### src/rtl/csm_pkg.sv
package csm_pkg;
   typedef enum logic [2:0] {
      ST_IDLE,
      ST_CLR,
      ST_CMD,
      ST_LSB,
      ST_MSB,
      ST_GO,
      ST_WAIT,
      ST_DIV
   } csm_state_e;

   // timer port addresses: channel 2 data register and command register
   localparam logic [1:0] TADDR_CH2 = 2'd2;
   localparam logic [1:0] TADDR_CMD = 2'd3;
   // channel 2, low-then-high access, one-shot, binary
   localparam logic [7:0] TCMD_ONESHOT_CH2 = 8'hB0;
endpackage

### src/rtl/csm_cycle_counter.sv
module csm_cycle_counter #(
   parameter int unsigned W = 64
) (
   input  logic         clk,
   input  logic         rst_n,
   output logic [W-1:0] count
);
   always_ff @(posedge clk) begin
      if (!rst_n) count <= '0;
      else        count <= count + 1'b1;
   end

   // counter advances by one each cycle, wrapping modulo 2^W
   a_r5_cnt_step: assert property (@(posedge clk) disable iff (!rst_n)
      $past(rst_n) |-> count == $past(count) + 1'b1);
endmodule

### src/rtl/csm_sync.sv
module csm_sync #(
   parameter int unsigned WIDTH  = 2,
   parameter int unsigned STAGES = 2
) (
   input  logic             clk,
   input  logic             rst_n,
   input  logic [WIDTH-1:0] d,
   output logic [WIDTH-1:0] q
);
   logic [WIDTH-1:0] chain [STAGES];

   for (genvar s = 0; s < STAGES; s++) begin : g_stage
      if (s == 0) begin : g_first
         always_ff @(posedge clk) begin
            if (!rst_n) chain[0] <= '0;
            else        chain[0] <= d;
         end
      end else begin : g_next
         always_ff @(posedge clk) begin
            if (!rst_n) chain[s] <= '0;
            else        chain[s] <= chain[s-1];
         end
      end
   end

   assign q = chain[STAGES-1];
endmodule

### src/rtl/csm_divider.sv
module csm_divider #(
   parameter int unsigned W = 64
) (
   input  logic         clk,
   input  logic         rst_n,
   input  logic         start,
   input  logic [W-1:0] dividend,
   input  logic [W-1:0] divisor,
   output logic [W-1:0] quo,
   output logic [W-1:0] rem,
   output logic         vld
);
   localparam int unsigned IW = $clog2(W + 1);

   logic          busy;
   logic [IW-1:0] iter;
   logic [W:0]    trial;

   assign trial = {rem, quo[W-1]} - {1'b0, divisor};

   always_ff @(posedge clk) begin
      if (!rst_n) begin
         busy <= 1'b0;
         iter <= '0;
         quo  <= '0;
         rem  <= '0;
         vld  <= 1'b0;
      end else begin
         vld <= 1'b0;
         if (start && !busy) begin
            busy <= 1'b1;
            iter <= '0;
            quo  <= dividend;
            rem  <= '0;
         end else if (busy) begin
            if (!trial[W]) begin
               rem <= trial[W-1:0];
               quo <= {quo[W-2:0], 1'b1};
            end else begin
               rem <= {rem[W-2:0], quo[W-1]};
               quo <= {quo[W-2:0], 1'b0};
            end
            iter <= iter + 1'b1;
            if (iter == IW'(W - 1)) begin
               busy <= 1'b0;
               vld  <= 1'b1;
            end
         end
      end
   end

   // a finished division leaves a remainder below the divisor
   a_r5_rem_below_divisor: assert property (@(posedge clk) disable iff (!rst_n)
      vld |-> rem < divisor);
endmodule

### src/rtl/csm_clock_meter.sv
module csm_clock_meter
   import csm_pkg::*;
#(
   parameter int unsigned CNT_W        = 64,
   parameter int unsigned RES_W        = 32,
   parameter int unsigned REF_HZ       = 1193182,
   parameter int unsigned INTERVAL_DIV = 100,
   parameter int unsigned SCALE        = 10000,
   parameter int unsigned TO_W         = 24,
   parameter int unsigned SYNC_STAGES  = 2
) (
   input  logic             clk,
   input  logic             rst_n,
   input  logic             start,
   input  logic             ref_tick,
   input  logic             tmr_out1,
   input  logic             tmr_out2,
   output logic             tmr_we,
   output logic [1:0]       tmr_addr,
   output logic [7:0]       tmr_wdata,
   output logic             gate_en,
   output logic             spk_en,
   output logic [7:0]       status,
   output logic [RES_W-1:0] mhz,
   output logic             done,
   output logic             err
);
   localparam int unsigned     DIVISOR = REF_HZ / INTERVAL_DIV;
   localparam logic [15:0]     DIV16   = 16'(DIVISOR);
   localparam logic [CNT_W-1:0] SCALE_V = CNT_W'(SCALE);

   if (CNT_W < RES_W || CNT_W < 8) begin : g_bad_cnt_w
      $error("CNT_W must be at least RES_W and at least 8");
   end
   if (DIVISOR == 0 || DIVISOR > 65535) begin : g_bad_divisor
      $error("REF_HZ/INTERVAL_DIV must fit the 16-bit timer count");
   end
   if (SCALE == 0) begin : g_bad_scale
      $error("SCALE must be non-zero");
   end
   if (SYNC_STAGES < 2 || TO_W < 1) begin : g_bad_misc
      $error("SYNC_STAGES must be at least 2 and TO_W at least 1");
   end

   csm_state_e       state;
   logic [CNT_W-1:0] cnt, t0, elapsed, quo, rem;
   logic [1:0]       outs_s;
   logic [TO_W-1:0]  to_cnt;
   logic             div_start, div_vld;

   csm_cycle_counter #(.W(CNT_W)) u_cnt (
      .clk(clk), .rst_n(rst_n), .count(cnt));

   csm_sync #(.WIDTH(2), .STAGES(SYNC_STAGES)) u_sync (
      .clk(clk), .rst_n(rst_n), .d({tmr_out2, tmr_out1}), .q(outs_s));

   assign elapsed   = cnt - t0;
   assign div_start = (state == ST_WAIT) && outs_s[1];

   csm_divider #(.W(CNT_W)) u_div (
      .clk(clk), .rst_n(rst_n), .start(div_start), .dividend(elapsed),
      .divisor(SCALE_V), .quo(quo), .rem(rem), .vld(div_vld));

   // timer write port decoded from the sequence state
   always_comb begin
      tmr_we    = 1'b0;
      tmr_addr  = TADDR_CH2;
      tmr_wdata = '0;
      unique case (state)
         ST_CMD: begin tmr_we = 1'b1; tmr_addr = TADDR_CMD; tmr_wdata = TCMD_ONESHOT_CH2; end
         ST_LSB: begin tmr_we = 1'b1; tmr_wdata = DIV16[7:0];  end
         ST_MSB: begin tmr_we = 1'b1; tmr_wdata = DIV16[15:8]; end
         default: ;
      endcase
   end

   assign status = {2'b00, outs_s[1], outs_s[0], 2'b00, spk_en, gate_en};

   always_ff @(posedge clk) begin
      if (!rst_n) begin
         state   <= ST_IDLE;
         gate_en <= 1'b0;
         spk_en  <= 1'b0;
         t0      <= '0;
         to_cnt  <= '0;
         mhz     <= '0;
         done    <= 1'b0;
         err     <= 1'b0;
      end else begin
         unique case (state)
            ST_IDLE: if (start) begin
               state <= ST_CLR;
               done  <= 1'b0;
               err   <= 1'b0;
            end
            ST_CLR: begin
               gate_en <= 1'b0;
               spk_en  <= 1'b0;
               state   <= ST_CMD;
            end
            ST_CMD: state <= ST_LSB;
            ST_LSB: state <= ST_MSB;
            ST_MSB: state <= ST_GO;
            ST_GO: begin
               gate_en <= 1'b1;
               t0      <= cnt;
               to_cnt  <= '0;
               state   <= ST_WAIT;
            end
            ST_WAIT: begin
               if (outs_s[1]) begin
                  state <= ST_DIV;
               end else if (ref_tick) begin
                  if (to_cnt == '1) begin
                     err     <= 1'b1;
                     gate_en <= 1'b0;
                     state   <= ST_IDLE;
                  end else begin
                     to_cnt <= to_cnt + 1'b1;
                  end
               end
            end
            ST_DIV: if (div_vld) begin
               mhz   <= quo[RES_W-1:0];
               done  <= 1'b1;
               state <= ST_IDLE;
            end
            default: state <= ST_IDLE;
         endcase
      end
   end

   // both control bits are clear whenever the command byte goes out
   a_r2_ctl_clear_at_cmd: assert property (@(posedge clk) disable iff (!rst_n)
      (tmr_we && tmr_addr == TADDR_CMD) |-> (!gate_en && !spk_en));

   // the gate only rises two cycles after the high divisor byte
   a_r4_gate_after_msb: assert property (@(posedge clk) disable iff (!rst_n)
      $rose(gate_en) |-> ($past(tmr_we, 2) && $past(tmr_addr, 2) == TADDR_CH2));

   // a run ends either with a result or with an error, never both
   a_r8_done_err_excl: assert property (@(posedge clk) disable iff (!rst_n)
      !(done && err));

   // the result stays put while no new run has been accepted
   a_r9_result_held: assert property (@(posedge clk) disable iff (!rst_n)
      (done && $past(done)) |-> $stable(mhz));
endmodule

### config.mk
export PLATFORM = sky130hd
export DESIGN_NAME = csm_clock_meter
export DESIGN_NICKNAME = d
export VERILOG_FILES = /design/src/rtl/csm_pkg.sv /design/src/rtl/csm_cycle_counter.sv /design/src/rtl/csm_sync.sv /design/src/rtl/csm_divider.sv /design/src/rtl/csm_clock_meter.sv
export SDC_FILE = /design/constraint.sdc
export NUM_CORES = 1
export LEC_CHECK = 0
export BUFFER_PORTS_ARGS = -buffer_cell sky130_fd_sc_hd__buf_2
export CORE_AREA = 10 10 220 222
export CTS_BUF_LIST = sky130_fd_sc_hd__clkbuf_4 sky130_fd_sc_hd__clkbuf_8 sky130_fd_sc_hd__clkbuf_16
export CTS_CLUSTER_SIZE = 14
export DETAILED_ROUTE_END_ITERATION = 16
export DIE_AREA = 0 0 230 232
export PLACE_DENSITY = 0.53
export SYNTH_ARGS = -nofsm -noshare
export SYNTH_HDL_FRONTEND = slang
export SYNTH_SLANG_ARGS = --single-unit
### constraint.sdc
create_clock -name clk -period 7.35 [get_ports clk]
set_clock_uncertainty 0.15 [all_clocks]
set_input_delay 0.3675 -clock clk [delete_from_list [all_inputs] [get_ports clk]]
set_output_delay 0.3675 -clock clk [all_outputs]
set_load 0.02 [all_outputs]
==> results.json, run 1 <==
{
  "status": "finished, final reports clean",
  "rsz0062_at_grt": "no",
  "seq_area_um2": 6630,
  "synth_area_leaders": "dfxtp_1, a21oi_1, nand2_1, ha_1, o21ai_0",
  "gp_congestion": 0.862,
  "tightest_slew_ns": 1.09,
  "clk_transition_reported_paths_ns": 0.06,
  "synth_top_area_share_pct": 37.3,
  "final_antenna_net_count": 0,
  "path_max_fanout": 9,
  "dr_wl_met3_um": 1700,
  "grt_pass1_wl_um": 75600,
  "multi_input_area_um2": 10200,
  "yosysMostFrequentCell": "nand2_1",
  "start_util_pct": 40.4,
  "yosys.area.top_type": "dfxtp_1",
  "setup_viol": 0,
  "vdd_ir_drop_max_v": 0.000130,
  "hp-class": "in -> reg",
  "cp_slowest_cell": "or4b_1",
  "relSlewSlack_pct": 27.6,
  "io_pins": 61,
  "cts_buffers": 39,
  "critPathLaunchType": "flop",
  "cts-htree-levels": 2,
  "drv_cap": 0,
  "io_buffers": 52,
  "syn_to_final_growth_pct": 10.7,
  "drive_above_1_share_pct": 6.89,
  "ys_seq_elements": 331,
  "ctsResizeCount": 0,
  "path_class": "reg -> reg",
  "cts-hold-fix-buffers": 2,
  "grtUsageTotal_pct": 16.7,
  "die_h_um": 232,
  "root_buffer": "clkbuf_16",
  "drt_iter0_markers": 898,
  "end_kind": "flop",
  "hpwl_um": 30200,
  "syn_area_um2": 17800,
  "path_buf_inv": 0,
  "fillers": 4562,
  "fin_crit_ns": 4.38,
  "seq_area_frac_synth_pct": 37.3,
  "antenna_cells": 0,
  "cts_max_path_buffers": 3,
  "p_per_area_nw_per_um2": 204,
  "layout.nets": 2353,
  "m1WireLength_um": 22600,
  "required_ns": 7.59,
  "die_area_um2": 53400,
  "maxUsedRoutingLayer": "met4",
  "synth_top_cells_by_count": "nand2_1, dfxtp_1, a21oi_1",
  "cp_top_family": "simple AND/OR/NAND/NOR gates",
  "synthArstFlopShare_pct": 0,
  "grt_max_degree": 115,
  "wl_per_cell_um": 15.6,
  "postRouteWirelength_um": 45300,
  "power_mw": 4.00,
  "wl_met2_um": 20100,
  "arrival_ns": 4.62,
  "synth_warnings": 0,
  "synth_flop_cell": "dfxtp_1",
  "post-cts-setup-buffers": 0,
  "cts_tree": "done",
  "drc_errors": 0,
  "ys_types": 69,
  "hold_viol_final": 0,
  "p_leak_nw": 7.66,
  "grt-ovfl-total": 0,
  "vias": 15450,
  "clock.fmax_ghz": 0.228,
  "crit_chain": "or4_1 -> or3_1 -> or4_4 -> nor4b_4 -> xor2_2 -> or4b_1 -> or2_1 -> nor4_1 -> xnor2_1 -> a21oi_1",
  "drtPass1Iterations": 5,
  "critPathMaxStageDelay_ns": 0.66,
  "clock_latency_ns": 0.57,
  "slew_violations": 0,
  "period_share_pct": 59.6,
  "synth_edf_count": 0,
  "syn_avg_cell_area_um2": 7.69,
  "grt_pass1_vias": 14491,
  "final.setup.tns_ns": 0,
  "die_x_um": 230,
  "antenna_found_initial": 0,
  "cts_sinks": 331,
  "coreArea_um2": 43900,
  "rows": 77,
  "syn-instance-count": 2311,
  "vias_per_cell": 5.33
}
-- flip-flops by register name, summed over array words and instances (netlist names) --
signal and cells:
u_div.vld 1, u_div.quo 64, u_div.iter 7, u_div.rem 64, mhz 32, state 3, u_cnt.count 64, err 1
t0 64, u_div.busy 1, to_cnt 24, u_sync.chain 4, gate_en 1, done 1
-- cells in the final DEF, fill, tap and decap left out, types with 7 or more instances in the layout --
cell type    n
nand2_1    337
dfxtp_1    330
a21oi_1    291
nor2_1     203
o21ai_0    159
inv_1       93
xor2_1      86
xnor2_1     84
ha_1        67
buf_2       52
nand3_1     47
nand4_1     42
or3_1       42
clkbuf_16   40
nor3_1      33
a211oi_1    31
and3_1      29
a21o_1      29
a21boi_0    20
o21a_1      19
o21bai_1    18
nor4_1      17
or4_1       14
buf_4       13
o31ai_1     12
and2_1      12
mux2i_1     12
nand2b_1    10
and4_1      10
a31oi_1     10
o211a_1     10
clkbuf_8    10
nor2b_1      9
o211ai_1     8
conb_1       8
a311oi_1     7
clkinv_2     7
clkbuf_4     7
-- cell type report --
type                       count  share of cell area, %
tap                          592                   3.77
inverter                      95                   1.84
sequential                   331                   33.7
clock inverter                12                  0.649
clock buffer                  57                   6.06
multi-input combinational   1745                   52.0
timing repair buffer          67                   1.92
-- path summary, 6_finish.rpt --
check | slack [ns] | endpoint | start | cells past startpoint
worst max-delay path | 2.97 | u_div.rem[53] | u_div.rem[43] | 10
worst max register to register | 2.97 | u_div.rem[53] | u_div.rem[43] | 10
worst min-delay path | 0.03 | state[0] | start | 5
worst min register to register | 0.28 | u_sync.chain[1][0] | u_sync.chain[0][0] | 1
-- worst register-to-register path, stage by stage, from the launching register on --
cell and delay [ns]:
dfxtp_1 0.36, or4_1 0.59, or3_1 0.45, or4_4 0.58, nor4b_4 0.33, xor2_2 0.19, or4b_1 0.66, or2_1 0.37
nor4_1 0.28, xnor2_1 0.16, a21oi_1 0.08
-- kinds of logic after synthesis --
kind of cell / count (synthesis) / share of synthesized area (%)
simple gates: 831 / 21.6
compound gates: 655 / 21.7
flops: 331 / 37.3
buf+inv: 241 / 5.36
xor+xnor: 171 / 8.47
fa+ha+maj: 68 / 4.83
mux: 12 / 0.676
other cells: 2 / 0.0423
-- where the power goes --
group          leakage, nW  switching, mW  internal, mW
clock                0.664          0.787          1.20
sequential            2.67        0.00878          1.80
combinational         4.33          0.140        0.0737
-- metrics by stage --
step | setup slack (ns) | utilization (%) | hold WS (ns) | instance area [um2] | cells
6_report | 2.97 | 44.7 | 0.0327 | 19700 | 2899
4_1_cts | 2.93 | 44.7 | 0.00979 | 19700 | 2899
3_5_place_dp | 2.96 | 41.7 | 0.275 | 18300 | 2828
3_3_place_gp | 3.02 | 41.7 | 0.269 | 18300 | 2828
2_1_floorplan | 3.30 | - | 0.262 | 17800 | 2317
5_1_grt | 2.66 | 44.7 | 0.0778 | 19700 | 2899
-- metal layers --
layer  global-route usage, %  up-vias
met5                       0        -
met4                    4.95        0
met3                    2.54       61
met2                    27.0      223
met1                    22.7     7218
li1                        -     7948
Power figures use the tool's default switching activity.
==> inputs of run 2 (changes only) <==
Settings changed: ABC_AREA set to 1, CORE_AREA 10 10 220 222 to 10 10 246 248, DIE_AREA 0 0 230 232 to 0 0 256 258.
Clock period 7.35 ns to 4.6 ns, I/O delays scaled along.
==> run 2 against run 1 <==
Compared with the run above:
- setup slack got worse by 1.5 ns
- clock-buffer cell count increased by 3
- final cell count increased by 59%
- via count increased by 46%
- non-clock buffer count increased by 4
- highest routed layer unchanged
- largest cell class unchanged
==> results.json, run 2 <==
{
  "status": "finished, final reports clean",
  "cts_buffers": 42,
  "postRouteWirelength_um": 72700,
  "synth_top_area_share_pct": 29.5,
  "ys_types": 47,
  "path_buf_inv": 3,
  "final_antenna_net_count": 0,
  "critPathLaunchType": "flop",
  "layout_commonest_cell": "nand2_1",
  "p_leak_nw": 11.5,
  "cts_sinks": 331,
  "synth_top_cells_by_count": "nand2_1, inv_1, nor2_1",
  "relSlewSlack_pct": 28.7,
  "critPathMaxStageDelay_ns": 0.68,
  "syn-instance-count": 3830,
  "grt.met1_usage_pct": 32.9,
  "dp_cells": 4541,
  "synth_area_leaders": "dfxtp_1, nand2_1, inv_1, nor2_1, a21oi_1",
  "cp_top_family": "simple AND/OR/NAND/NOR gates",
  "hold_viol_final": 0,
  "root_buffer": "clkbuf_16",
  "grt_pass1_wl_um": 115000,
  "grt_max_degree": 115,
  "cts-htree-levels": 2,
  "period_share_pct": 67.7,
  "gp_congestion": 0.937,
  "crit_top_cell": "nand3_1",
  "seq_area_frac_synth_pct": 29.5,
  "post-cts-setup-buffers": 0,
  "clk_transition_reported_paths_ns": 0.06,
  "switchingPower_mw": 5.75,
  "die_area_um2": 66000,
  "p_int_mw": 6.71,
  "fin_cells": 4621,
  "final_cell_mix": "nand2_1, inv_1, nor2_1",
  "vias": 22491,
  "syn_to_final_growth_pct": 9.78,
  "clock.fmax_ghz": 0.321,
  "use_met2_pct": 31.3,
  "drive_above_1_share_pct": 6.18,
  "vias_per_cell": 4.87,
  "die_x_um": 256,
  "synth_edf_count": 0,
  "start_util_pct": 40.3,
  "drc_errors": 0,
  "synth_flop_cell": "dfxtp_1",
  "use_met3_pct": 2.31,
  "drtPass1Iterations": 6,
  "grt_pass1_vias": 20106,
  "arrival_ns": 3.46,
  "path_max_fanout": 48,
  "slew_violations": 0,
  "cts_max_path_buffers": 3,
  "coreArea_um2": 55700,
  "antenna_found_initial": 1,
  "fin_crit_ns": 3.12,
  "synth_warnings": 0,
  "syn_area_um2": 22500,
  "drv_cap": 0,
  "layout.nets": 3910,
  "r2r_slack_ns": 1.48,
  "antenna_cells": 0,
  "rsz0062_at_grt": "no",
  "yosys.area.top_type": "dfxtp_1",
  "yosysMostFrequentCell": "nand2_1",
  "required_ns": 4.94,
  "die_h_um": 258,
  "io_buffers": 52,
  "clock_latency_ns": 0.59,
  "wl_per_cell_um": 15.7,
  "end_kind": "flop",
  "p_per_area_nw_per_um2": 505,
  "dpl_cell_area_um2": 23200,
  "power_frac_comb_pct": 48.1,
  "hp-class": "in -> reg",
  "swShare_pct": 46.1,
  "design_area_um2": 24700,
  "syn_avg_cell_area_um2": 5.86,
  "vdd_ir_drop_max_v": 0.000246,
  "synthArstFlopShare_pct": 0,
  "path_class": "reg -> reg",
  "hpwl_um": 56800,
  "tightest_slew_ns": 1.07,
  "final.setup.tns_ns": 0,
  "ys_seq_elements": 331,
  "grtUsageTotal_pct": 21.5,
  "setup_viol": 0,
  "grt_busiest_layer": "met1",
  "io_pins": 61,
  "clock_power_share_pct": 27.2,
  "cts_tree": "done",
  "seq_power_share_pct": 24.7,
  "cp_slowest_cell": "nand2_2",
  "grt-ovfl-total": 0,
  "rows": 87,
  "drt_iter0_markers": 1814,
  "crit_chain": "inv_1 -> ha_1 -> nand3_1 -> nand3_1 -> nand2_2 -> nor2_8 -> nand3_1 -> nand2_2 -> buf_4 -> nand2_1 -> nand2_1 -> nand3_1 -> nand2_1 -> inv_1"
}
-- run 2: cell types whose count changed after synthesis, sizes merged, moves of 31 or more --
cell	delta
nand3	+205
a211oi	-31
buf	+42
clkbuf	-74
or2	+40
xnor2	-74
or3	-42
inv	+627
nor2	+232
nand2	+799
xor2	-64
o22ai	+40
nor3	+44
-- run 2: tightest hold or removal path: stages --
cell	delay, ns
dlygate4sd3_1	0.53
buf_2	0.10
nand2_1	0.04
inv_1	0.04
-- run 2: timing repair --
item                                   CTS  global route
endpoints found under the hold margin   26             0
hold buffers                             7             0
gates resized for setup                  0             0
-- run 2: final cells by class --
type                       count  area (um2)
inverter                     722        2710
clock inverter                13         171
clock buffer                  60        1240
multi-input combinational   2668       12500
timing repair buffer          71         423
tap                          756         946
sequential                   331        6630
fill                        6174       31100
-- run 2: worst paths after layout --
check,start,endpoint,cells past startpoint
setup / recovery,u_div.rem[3],u_div.rem[26],14
hold / removal,tmr_out1,u_sync.chain[0][0],4
setup reg to reg,u_div.rem[3],u_div.rem[26],14
hold reg to reg,u_sync.chain[0][0],u_sync.chain[1][0],2
-- run 2: cell families (layout without fill, tap and decap cells) --
group,after synthesis,in the layout,share of synthesized area (%)
AO/OA/AOI/OAI,520,520,12.2
XOR/XNOR,33,33,1.29
adder cells (fa/ha/maj),68,68,3.82
buffers and inverters,837,866,14.8
flip-flops,331,331,29.5
other,2,8,0.0334
AND/OR/NAND/NOR,2039,2039,38.3
-- run 2: layer usage --
metal | share of wire, % | vias up | wire length [um]
met5 | 0 | - | 0
met4 | 2.0 | 0 | 1420
met3 | 5.0 | 74 | 3660
met2 | 40 | 477 | 29300
met1 | 53 | 9993 | 38300
li1 | - | 11947 | -
-- run 2: through the flow --
step,total power [mW],utilization (%),hold WS [ns],setup slack (ns)
6_report,12.5,44.2,0.235,1.48
4_1_cts,12.5,44.2,0.195,1.49
3_3_place_gp,9.02,41.6,0.243,1.54
2_1_floorplan,7.50,-,0.178,2.41
3_5_place_dp,9.03,41.6,0.252,1.50
5_1_grt,13.4,44.2,0.235,1.14
-- run 2: power by group through the flow --
stage	Clock (mW)	Sequential (mW)	Combinational (mW)
after detailed placement	0	3.14	5.89
after global routing	3.59	3.09	6.77
after floorplan	0	3.12	4.38
after global placement	0	3.14	5.88
after CTS	3.48	3.08	5.92
final	3.38	3.08	6.00
==> inputs of run 3 (changes only) <==
Clock period 4.6 ns to 3.2 ns, I/O delays scaled along.
==> run 3 against run 2 <==
Compared with the run above:
- maximum frequency increased by 16%
- highest routed layer unchanged
- die area unchanged
- utilization increased by 0.53 points
- non-clock buffer count increased by 30
- largest cell class unchanged
- routed wire length increased by 2.1%
==> results.json, run 3 (synthesis results as in run 2) <==
{
  "layout.nets": 3939,
  "root_buffer": "clkbuf_16",
  "arrival_ns": 2.93,
  "power_frac_comb_pct": 48.4,
  "power_mw": 18.0,
  "start_util_pct": 40.3,
  "wl_per_cell_um": 16.0,
  "final.setup.tns_ns": 0,
  "clk_transition_reported_paths_ns": 0.06,
  "vias": 22818,
  "setup_viol": 0,
  "grt_pass1_wl_um": 117000,
  "fin_cells": 4648,
  "grtUsageTotal_pct": 21.9,
  "tightest_slew_ns": 0.976,
  "required_ns": 3.45,
  "p_per_area_nw_per_um2": 720,
  "post-cts-setup-buffers": 0,
  "io_pins": 61,
  "rsz0062_at_grt": "no",
  "switchingPower_mw": 8.29,
  "antenna_cells": 0,
  "cts-hold-fix-buffers": 8,
  "drt_iter0_markers": 1754,
  "p_leak_nw": 11.7,
  "antenna_found_initial": 0,
  "status": "finished, final reports clean",
  "grt-ovfl-total": 0,
  "layout_commonest_cell": "nand2_1",
  "fin_crit_ns": 2.68,
  "period_share_pct": 83.7,
  "hpwl_um": 58200,
  "pre_cts_ws_ns": 0.551,
  "cp-startpoint": "u_cnt.count[0]",
  "swShare_pct": 46.2,
  "hold_start": "u_sync.chain[0][0]",
  "p_int_mw": 9.66,
  "drive_above_1_share_pct": 6.81,
  "drtPass1Iterations": 6,
  "gp_congestion": 0.959,
  "seq_area_um2": 6630,
  "die_h_um": 258,
  "hold_viol_final": 0,
  "cts_tree": "done",
  "end_kind": "flop",
  "path_class": "reg -> reg",
  "hp-class": "reg -> reg",
  "setup_ws_ns": 0.522,
  "slew_violations": 0,
  "r2r_slack_ns": 0.52,
  "drv_cap": 0,
  "seq_power_share_pct": 24.6,
  "drc_errors": 0,
  "fillers": 6219,
  "cts_max_path_buffers": 3,
  "postRouteWirelength_um": 74200,
  "clock_power_share_pct": 26.9,
  "vias_per_cell": 4.91,
  "cts_sinks": 331,
  "coreArea_um2": 55700,
  "path_max_fanout": 4,
  "multi_input_area_um2": 12500,
  "whs_ns": 0.269,
  "regToRegStartpoint": "u_cnt.count[0]",
  "relSlewSlack_pct": 34.9,
  "cts_buffers": 41,
  "syn_to_final_growth_pct": 11.1,
  "final_cell_mix": "nand2_1, inv_1, nor2_1",
  "cts-htree-levels": 2,
  "critPathLaunchType": "flop",
  "vdd_ir_drop_max_v": 0.000396,
  "grt_max_degree": 128,
  "clock.fmax_ghz": 0.373,
  "final_antenna_net_count": 0,
  "ctsResizeCount": 0,
  "dp_cells": 4570,
  "clock_latency_ns": 0.58,
  "grt_pass1_vias": 20771,
  "die_area_um2": 66000,
  "io_buffers": 52,
  "rows": 87,
  "die_x_um": 256
}
run 3: cell count changes in the layout (fill, tap and decap cells not counted), sizes merged:
cell and delta:
clkinvlp +1, inv -1, buf +29, clkbuf -4
bufinv +1, dlygate4sd3 +1
run 3: final timing paths:
kind / end / cells after the start
max: u_div.quo[60] / 14
min: u_sync.chain[1][0] / 2
max reg2reg: u_div.quo[60] / 14
min reg2reg: u_sync.chain[1][0] / 2
run 3: power groups by stage:
stage / Combinational, mW / Clock, mW / Sequential, mW
6_report: 8.69 / 4.84 / 4.42
5_1_grt: 9.87 / 5.10 / 4.44
4_1_cts: 8.59 / 4.96 / 4.42
3_5_place_dp: 8.55 / 0 / 4.51
3_3_place_gp: 8.59 / 0 / 4.51
2_1_floorplan: 6.30 / 0 / 4.48
run 3: through the flow:
stage / cell area, um2 / util (%)
final: 25000 / 44.8
after global routing: 25000 / 44.8
after CTS: 25000 / 44.8
after detailed placement: 23500 / 42.1
after global placement: 23500 / 42.1
after floorplan: 22500 / -
run 3: layout make-up:
class                      instances  area share (%)
clock inverter                    14           0.792
multi-input combinational       2668            50.2
sequential                       331            26.6
timing repair buffer             101            2.96
clock buffer                      56            4.78
inverter                         722            10.9
tap                              756            3.79
run 3: worst max-delay path: stages (launching register included):
cell	delay [ns]
dfxtp_1	0.32
inv_1	0.05
ha_1	0.23
fa_1	0.45
nor2_1	0.19
or2_2	0.20
nand3_1	0.08
nand2_1	0.20
nand2_1	0.09
nand2_1	0.13
nand2_1	0.13
nand2_1	0.08
nand2_1	0.05
nand3_1	0.08
a21oi_1	0.06
run 3: routing by layer:
layer | up-vias | track usage, % | part of all wire, %
met3 | 112 | 2.60 | 4.9
met1 | 10168 | 32.0 | 51
met5 | - | 0 | 0
li1 | 12005 | - | -
met4 | 0 | 6.27 | 2.6
met2 | 533 | 33.3 | 42
